===== src/rtl/mixed_fifo_buf.sv =====
module mixed_fifo_buf #(
  parameter int DEPTH = 16
) (
  input  logic                       clk,
  input  logic                       rst_n,
  input  logic                       buf_en,
  input  logic                       dma_en,
  input  logic                       wr_en,
  input  logic [1:0]                 wr_size,
  input  logic [1:0]                 wr_ofs,
  input  logic [31:0]                wr_data,
  input  logic                       consume,
  input  logic                       dma_done,
  input  logic [$clog2(DEPTH)-1:0]   rd_idx,
  output logic [15:0]                rd_data,
  output logic [$clog2(DEPTH)-1:0]   wr_ptr,
  output logic [$clog2(DEPTH)-1:0]   rd_ptr,
  output logic [$clog2(DEPTH):0]     level,
  output logic                       full,
  output logic                       empty,
  output logic                       irq,
  output logic                       dma_req
);
  localparam int AW = $clog2(DEPTH);
  localparam int CW = AW + 1;

  logic [15:0]   mem [DEPTH];
  logic [AW-1:0] wp, rp;
  logic [CW-1:0] cnt;
  logic          lo_got, hi_got, req_flag;

  wire is8  = wr_size == 2'd0;
  wire is16 = wr_size == 2'd1;
  wire is32 = wr_size == 2'd2;

  wire room1 = cnt < CW'(DEPTH);
  wire room2 = cnt <= CW'(DEPTH - 2);

  wire ok_small = wr_en & buf_en & (is8 | is16) & ~wr_ofs[1] & room1;
  wire ok32     = wr_en & buf_en & is32 & ~wp[0] & room2;
  wire byte_lo  = ok_small & is8 & ~wr_ofs[0];
  wire byte_hi  = ok_small & is8 &  wr_ofs[0];
  wire commit8  = (lo_got | byte_lo) & (hi_got | byte_hi);
  wire [1:0] adv = ok32 ? 2'd2 : (ok_small & (is16 | commit8)) ? 2'd1 : 2'd0;
  wire do_cons  = consume & buf_en & (cnt != '0);
  wire [CW-1:0] cnt_nxt = cnt + CW'(adv) - CW'(do_cons);

  always_ff @(posedge clk) begin
    if (ok32) begin
      mem[wp]           <= wr_data[15:0];
      mem[wp + AW'(1)]  <= wr_data[31:16];
    end else if (ok_small && is16) begin
      mem[wp] <= wr_data[15:0];
    end else if (byte_lo) begin
      mem[wp][7:0] <= wr_data[7:0];
    end else if (byte_hi) begin
      mem[wp][15:8] <= wr_data[15:8];
    end
  end

  always_ff @(posedge clk) begin
    if (!rst_n) begin
      wp       <= '0;
      rp       <= '0;
      cnt      <= '0;
      lo_got   <= 1'b0;
      hi_got   <= 1'b0;
      req_flag <= 1'b0;
    end else begin
      wp  <= wp + AW'(adv);
      cnt <= cnt_nxt;
      if (do_cons) rp <= rp + AW'(1);
      if (ok32 || (ok_small && is16) || (ok_small && commit8)) begin
        lo_got <= 1'b0;
        hi_got <= 1'b0;
      end else begin
        if (byte_lo) lo_got <= 1'b1;
        if (byte_hi) hi_got <= 1'b1;
      end
      if (dma_done || adv != 2'd0)          req_flag <= 1'b0;
      else if (do_cons && cnt_nxt == '0)    req_flag <= 1'b1;
    end
  end

  assign rd_data = mem[rd_idx];
  assign wr_ptr  = wp;
  assign rd_ptr  = rp;
  assign level   = cnt;
  assign full    = cnt == CW'(DEPTH);
  assign empty   = cnt == '0;
  assign irq     = req_flag & ~dma_en;
  assign dma_req = req_flag &  dma_en;

  AST_NO_OVERFLOW: assert property (@(posedge clk) disable iff (!rst_n) cnt <= CW'(DEPTH));
  AST_ODD_WORD_DROP: assert property (@(posedge clk) disable iff (!rst_n)
    (wr_en && wr_size == 2'd2 && wp[0]) |=> wp == $past(wp));
  AST_WORD_STEP: assert property (@(posedge clk) disable iff (!rst_n)
    ok32 |=> wp == $past(wp) + AW'(2));
  AST_BIT1_DROP: assert property (@(posedge clk) disable iff (!rst_n)
    (wr_en && wr_size != 2'd2 && wr_ofs[1]) |=> wp == $past(wp));
  AST_EMPTY_CONSUME: assert property (@(posedge clk) disable iff (!rst_n)
    (consume && cnt == '0) |=> rp == $past(rp));
  AST_DONE_CLEARS: assert property (@(posedge clk) disable iff (!rst_n)
    (dma_done) |=> !dma_req && !irq);
  AST_ONE_ROUTE: assert property (@(posedge clk) disable iff (!rst_n) !(irq && dma_req));
  AST_GATED: assert property (@(posedge clk) disable iff (!rst_n)
    !buf_en |=> cnt == $past(cnt) && wp == $past(wp));
endmodule


===== config.mk =====
export PLATFORM = sky130hd
export DESIGN_NAME = mixed_fifo_buf
export DESIGN_NICKNAME = d
export VERILOG_FILES = /design/src/rtl/mixed_fifo_buf.sv
export SDC_FILE = /design/constraint.sdc
export NUM_CORES = 1
export LEC_CHECK = 0
export BUFFER_PORTS_ARGS = -buffer_cell sky130_fd_sc_hd__buf_4
export CAP_MARGIN = 20
export CORE_UTILIZATION = 55
export CTS_CLUSTER_DIAMETER = 60
export DETAILED_ROUTE_END_ITERATION = 12
export MAX_ROUTING_LAYER = met4
export PLACE_DENSITY_LB_ADDON = 0.1
export SYNTH_ARGS = -nofsm -noshare
export SYNTH_HDL_FRONTEND = slang
export SYNTH_SLANG_ARGS = --single-unit

===== constraint.sdc =====
create_clock -name clk -period 3.46 [get_ports clk]
set_clock_uncertainty 0.2 [all_clocks]
set_input_delay 0.346 -clock clk [delete_from_list [all_inputs] [get_ports clk]]
set_output_delay 0.346 -clock clk [all_outputs]
set_load 0.005 [all_outputs]

==> impl_metrics.ini, run 1 <==
[run_status]
status = complete, no violations

[power_and_ir_drop]
p_int_uw = 5880
p_sw_share_pct = 23.4
p_leak_uw = 0.00541
irDropWorstVdd_mv = 0.343
p_clk_share_pct = 38.5
p_sw_uw = 1800
power_density_nw_per_um2 = 504
seqPwrFrac_pct = 48.1
combPwrFrac_pct = 13.5

[clocking]
tritoncts = built
htree_levels = 1
ctsLongestPathBuffers = 3
clk_pin_slew_ns = 0.06
cts_sinks = 272
numCtsBuffers = 29
clk_latency_ns = 0.54
cts_root_buf = clkbuf_16

[detailed_routing]
wl_per_cell_um = 26.5
drt-initial-drc-count = 639
drcViolationCount = 0
viasPerCell = 6.06
final_antenna_net_count = 0
dr.pass1.iters = 5
drt_wl_total_um = 30900
via_count = 7085

[flow_run]
drv_cap = 0

[placement]
post-place-ws_ns = -0.0891
place_area_um2 = 13900
routabilityCongestion = 0.818
numPortBuffers = 79
hpwl_um = 19300

[timing]
finalWorstSetupSlack_ns = 0.156
fin_setup_tns_ns = 0
setup_viol = 0
fin_crit_ns = 3.30
period_share_pct = 95.5
rsz0062_at_grt = no
max_freq_ghz = 0.303
hold_viol = 0
tightestPinTransition_ns = 1.12
slew_headroom_pct = 25.3
slew_viol_final = 0
whs_ns = 0.0314

[grt]
grt_usage_pct = 26.7
globalRouteOverflowTotal = 0
grt_pass1_wl_um = 45500
grt_pass1_vias = 7242
grt_max_degree = 34
antenna_found_initial = 1

[worst_setup_path]
critPathKind = register to register
worstPathRequired_ns = 3.75
path_buf_inv = 2
critical-path-max-stage-delay_ns = 0.51
critPathTopFamily = simple AND/OR/NAND/NOR gates
worstPathArrival_ns = 3.59
crit_fanout = 4
cp_slowest_cell = or4_4
worstPathCellList = inv_1 > ha_1 > nor4b_4 > nor2_2 > ha_1 > inv_1 > ha_1 > fa_2 > and3b_1 > or4_4 > a2111oi_4 > o211a_1
cp_common_cell = ha_1
start_kind = register
rrSetupSlack_ns = 0.16
crit_path_end_kind = register

[floorplanning]
coreArea_um2 = 23600
rows = 56
die_width_um = 158
die-area_um2 = 24900
start_util_pct = 56.4
die_h_um = 158
io_pins = 80

[logic_synthesis]
yosys_warnings = 0
syn_inst = 810
synthAdderAreaFrac_pct = 1.33
synth_simple_gate_area_share_pct = 4.24
synthMuxAreaShare_pct = 26.1
avgSynthCellArea_um2 = 16.4
synth.cell_area_um2 = 13300
synth.net_count = 870
ys_ff_latch = 272
yosysUniqueCellTypes = 45
async_flop_share_pct = 0
synthXorXnorAreaFrac_pct = 0.394
synth_top_family_by_area = multiplexers
synth_seq_area_share_pct = 60.1
synth_edf_count = 256
synth_compound_area_share_pct = 1.39
ys.flop_type = edfxtp_1

[layout]
design_area_um2 = 15200
final_net_count = 886
fin_util_pct = 64.5
nFillCells = 1664
areaGrowthSynthToFinish_pct = 14.3
drive_above_1_share_pct = 46.6

[min_path]
hp-class = input port to register
layer usage:
| metal | share of wire (%) | GRT usage [%] |
|---|---|---|
| met5 | 0 | - |
| met4 | 2.2 | 6.98 |
| met3 | 7.5 | 3.97 |
| met2 | 50 | 43.1 |
| met1 | 41 | 35.7 |
registers in the layout (all words and copies together) (netlist names):
| signal | count |
|---|---|
| req_flag | 1 |
| rd_ptr | 4 |
| wr_ptr | 4 |
| lo_got | 1 |
| level | 5 |
| mem | 256 |
| hi_got | 1 |
cell usage after synthesis, types with 2 or more instances:
| library cell | number | area (um^2) |
|---|---|---|
| edfxtp_1 | 256 | 7690 |
| clkbuf_1 | 150 | 563 |
| mux2_2 | 80 | 901 |
| mux4_2 | 74 | 1670 |
| mux2_4 | 48 | 721 |
| nor2_1 | 22 | 82.6 |
| buf_6 | 17 | 191 |
| o21ai_0 | 17 | 85.1 |
| dfxtp_1 | 16 | 320 |
| inv_1 | 16 | 60.1 |
| ha_1 | 11 | 138 |
| nor2b_1 | 11 | 68.8 |
| nor3_1 | 9 | 45.0 |
| nand3_1 | 7 | 35.0 |
| a21oi_1 | 6 | 30.0 |
| mux4_1 | 6 | 158 |
| nand2_1 | 6 | 22.5 |
| nand3_4 | 6 | 105 |
| and2_1 | 5 | 31.3 |
| buf_1 | 4 | 15.0 |
| buf_2 | 4 | 20.0 |
| xnor2_1 | 4 | 35.0 |
| nand2b_1 | 3 | 18.8 |
| o21a_1 | 3 | 22.5 |
| a211oi_1 | 2 | 15.0 |
| and3_1 | 2 | 12.5 |
| fa_1 | 2 | 40.0 |
| nand4_2 | 2 | 25.0 |
| nor3_2 | 2 | 20.0 |
| nor4b_1 | 2 | 17.5 |
| or2_2 | 2 | 12.5 |
| xor2_1 | 2 | 17.5 |
cells by family after synthesis:
| family | after synthesis |
|---|---|
| adders and majority gates | 13 |
| xor gates and xnor gates | 6 |
| AOI/OAI and AO/OA | 31 |
| and+or+nand+nor | 86 |
| buffers and inverters | 192 |
| DFF | 272 |
| muxes | 210 |
placed cells by master (no fill, tap or decap), drive strengths merged, types with 3 or more instances in the layout:
cell	synthesis	final
edfxtp	256	256
mux2	128	128
buf	26	126
mux4	80	80
clkbuf	150	37
dlygate4sd3	0	35
nor2	22	22
inv	16	18
o21ai	17	17
dfxtp	16	16
nand3	14	14
nor2b	11	11
ha	11	11
nor3	11	11
clkinv	0	11
a21oi	6	6
nand2	6	6
and2	5	5
xnor2	4	4
nand2b	3	3
o21a	3	3
clkinvlp	0	3
final timing paths:
kind / start / cells past startpoint / to
setup reg to reg: level[2]$_SDFF_PN0_ / 12 / req_flag$_SDFFE_PP0P_
setup / recovery: level[2]$_SDFF_PN0_ / 12 / req_flag$_SDFFE_PP0P_
hold reg to reg: hi_got$_SDFFE_PP0P_ / 1 / hi_got$_SDFFE_PP0P_
hold / removal: wr_data[26] / 2 / mem[11][10]$_DFFE_PP_
per-stage QoR:
step / instances / power (uW)
after floorplan: 810 / 4390
after global placement: 1073 / 4650
after detailed placement: 1074 / 4700
after CTS: 1163 / 7660
after global routing: 1169 / 7920
final: 1169 / 7680
layout make-up:
type	instances	area, um^2	share of cell area (%)
clock inverter	17	119	0.780
timing repair buffer	161	1340	8.81
tap	319	399	2.62
antenna	1	2.50	0.0164
clock buffer	37	796	5.22
inverter	16	60.1	0.394
multi-input combinational	346	4500	29.6
sequential	272	8010	52.6
power by group through the flow:
| stage | Clock (uW) | Sequential, uW | Combinational, uW |
|---|---|---|---|
| 6_report | 2950 | 3690 | 1030 |
| 2_1_floorplan | 0 | 3760 | 633 |
| 3_5_place_dp | 0 | 3760 | 943 |
| 5_1_grt | 3120 | 3690 | 1120 |
| 4_1_cts | 2990 | 3690 | 979 |
| 3_3_place_gp | 0 | 3750 | 901 |
repair_timing:
item / CTS / global route
gates cloned: 0 / 0
hold endpoints to repair: 254 / 0
hold buffers: 35 / 0
setup endpoints to repair: 1 / 1
resized for setup: 1 / 6
pin swaps: 0 / 2
buffers inserted: 0 / 3
Note: power is estimated with default switching activity, not from simulation.
==> run 2: changes to the inputs <==
--- a/config.mk
+++ b/config.mk
@@ -7,7 +7,8 @@
 export LEC_CHECK = 0
 export BUFFER_PORTS_ARGS = -buffer_cell sky130_fd_sc_hd__buf_4
 export CAP_MARGIN = 20
-export CORE_UTILIZATION = 55
+export CORE_UTILIZATION = 57
+export CTS_BUF_LIST = sky130_fd_sc_hd__clkbuf_8
 export CTS_CLUSTER_DIAMETER = 60
 export DETAILED_ROUTE_END_ITERATION = 12
 export MAX_ROUTING_LAYER = met4
==> run 2 against run 1 <==
Against the previous run: sequential share of layout area up 0.44 points; critical path type is now input port to register; utilization up 1.8 points; routed wire length down 0.92%.
==> impl_metrics.ini, run 2 (synthesis results as in run 1) <==
[timing]
hold_viol = 0
slew_headroom_pct = 28.5
finalWorstSetupSlack_ns = 0.142
setup_viol = 0
fin_crit_ns = 3.32
whs_ns = 0.0978
tightestPinTransition_ns = 1.07
slew_viol_final = 0
period_share_pct = 95.9
rsz0062_at_grt = no
max_freq_ghz = 0.301

[placement]
routabilityCongestion = 0.880
numPortBuffers = 79
hpwl_um = 19000
post-place-ws_ns = -0.165
place_area_um2 = 13800

[worst_setup_path]
cp_common_cell = inv_1
worstPathRequired_ns = 3.75
worstPathCellList = dlygate4sd3_1 > buf_4 > mux2i_1 > a211oi_2 > inv_1 > ha_1 > inv_1 > ha_2 > fa_2 > xor2_1 > or4b_4 > a2111oi_4 > o211a_1
start_kind = input port
crit_fanout = 4
critPathKind = input port to register
worstPathArrival_ns = 3.61
cp_slowest_cell = dlygate4sd3_1
crit_path_end_kind = register
critical-path-max-stage-delay_ns = 0.54

[power_and_ir_drop]
p_sw_uw = 1780
p_clk_share_pct = 36.5
power_density_nw_per_um2 = 489
irDropWorstVdd_mv = 0.371
seqPwrFrac_pct = 50.1
p_int_uw = 5600
p_sw_share_pct = 24.1
p_leak_uw = 0.00542
combPwrFrac_pct = 13.4

[clocking]
clk_pin_slew_ns = 0.06
cts_sinks = 272
clk_latency_ns = 0.55
cts_root_buf = clkbuf_8
tritoncts = built
htree_levels = 2
numCtsBuffers = 45
ctsLongestPathBuffers = 3

[grt]
grt_pass1_wl_um = 45900
grt_pass1_vias = 7556
antenna_found_initial = 0
grt_usage_pct = 27.5
globalRouteOverflowTotal = 0
grt_max_degree = 39

[layout]
largest_reg_flops = 256
final_cell_mix = 256 x edfxtp_1, 114 x buf_4, 80 x mux2_2, 74 x mux4_2, 49 x clkbuf_8
fin_util_pct = 66.3
drive_above_1_share_pct = 46.1
design_area_um2 = 15100
n_antenna_cell = 0
final_net_count = 895
final_common_cell = edfxtp_1
areaGrowthSynthToFinish_pct = 13.4
top_register = mem

[min_path]
hp-class = input port to register

[flow_run]
drv_cap = 0

[floorplanning]
die-area_um2 = 24000
io_pins = 80
die_width_um = 155
coreArea_um2 = 22800
start_util_pct = 58.5
rows = 55
die_h_um = 155

[run_status]
status = complete, no violations

[detailed_routing]
via_count = 7141
viasPerCell = 6.04
drt_wl_total_um = 30600
final_antenna_net_count = 0
wl_per_cell_um = 25.9
drcViolationCount = 0
drt-initial-drc-count = 588
dr.pass1.iters = 4
-- run 2: changes by cell type in the layout (fill, tap and decap cells not counted), sizes merged --
cell,change
inv,+13
clkinv,+3
clkinvlp,-2
buf,-8
diode,-1
clkbuf,+12
dlygate4sd3,+1
bufinv,+1
-- run 2: cell type report --
class	instances	area, um^2
Timing Repair Buffer	154	1280
Fill cell	1554	7670
Clock buffer	49	674
Sequential cell	272	8010
Inverter	16	60.1
Multi-Input combinational cell	346	4500
Clock inverter	32	183
Tap cell	313	392
-- run 2: worst paths after layout --
| kind | from | depth (start not counted) | end | slack [ns] |
|---|---|---|---|---|
| max | wr_ofs[0] | 13 | req_flag$_SDFFE_PP0P_ | 0.14 |
| max reg2reg | level[4]$_SDFF_PN0_ | 12 | req_flag$_SDFFE_PP0P_ | 0.17 |
| min | wr_ofs[1] | 4 | hi_got$_SDFFE_PP0P_ | 0.1 |
| min reg2reg | lo_got$_SDFFE_PP0P_ | 1 | lo_got$_SDFFE_PP0P_ | 0.28 |
-- run 2: worst max-delay path: cells and delay by family --
family / cells / cell delay (ns)
fa+ha+maj: 3 / 0.88
buf+inv: 4 / 0.81
compound gates: 3 / 0.73
simple gates: 1 / 0.51
xor+xnor: 1 / 0.18
mux: 1 / 0.15
-- run 2: power groups by stage --
stage	logic [uW]	clock network, uW	registers, uW
CTS	960	2730	3700
global placement	881	0	3760
detailed placement	921	0	3760
finish	990	2690	3700
global route	1060	2880	3700
floorplan	633	0	3760
-- run 2: layer usage --
metal | up-vias | global-route usage, % | share of wire [%]
met1 | 3712 | 36.2 | 42
met3 | 59 | 5.10 | 6.4
li1 | 3077 | - | -
met2 | 293 | 44.0 | 50
met4 | 0 | 8.53 | 2.1
met5 | - | - | 0
-- run 2: per-stage QoR --
stage | instances | total power [uW] | TNS, ns
floorplan | 810 | 4390 | 0
global placement | 1061 | 4640 | -0.00442
detailed placement | 1062 | 4690 | -0.165
CTS | 1179 | 7380 | 0
global route | 1182 | 7650 | 0
finish | 1182 | 7380 | 0
-- run 2: what timing repair did --
item,4_1_cts,5_1_grt
resized for setup,2,6
hold buffers,36,0
setup buffers,0,1
pin swaps,1,2
endpoints found under the hold margin,258,0
endpoints found under the setup margin,1,1
gates cloned,0,0
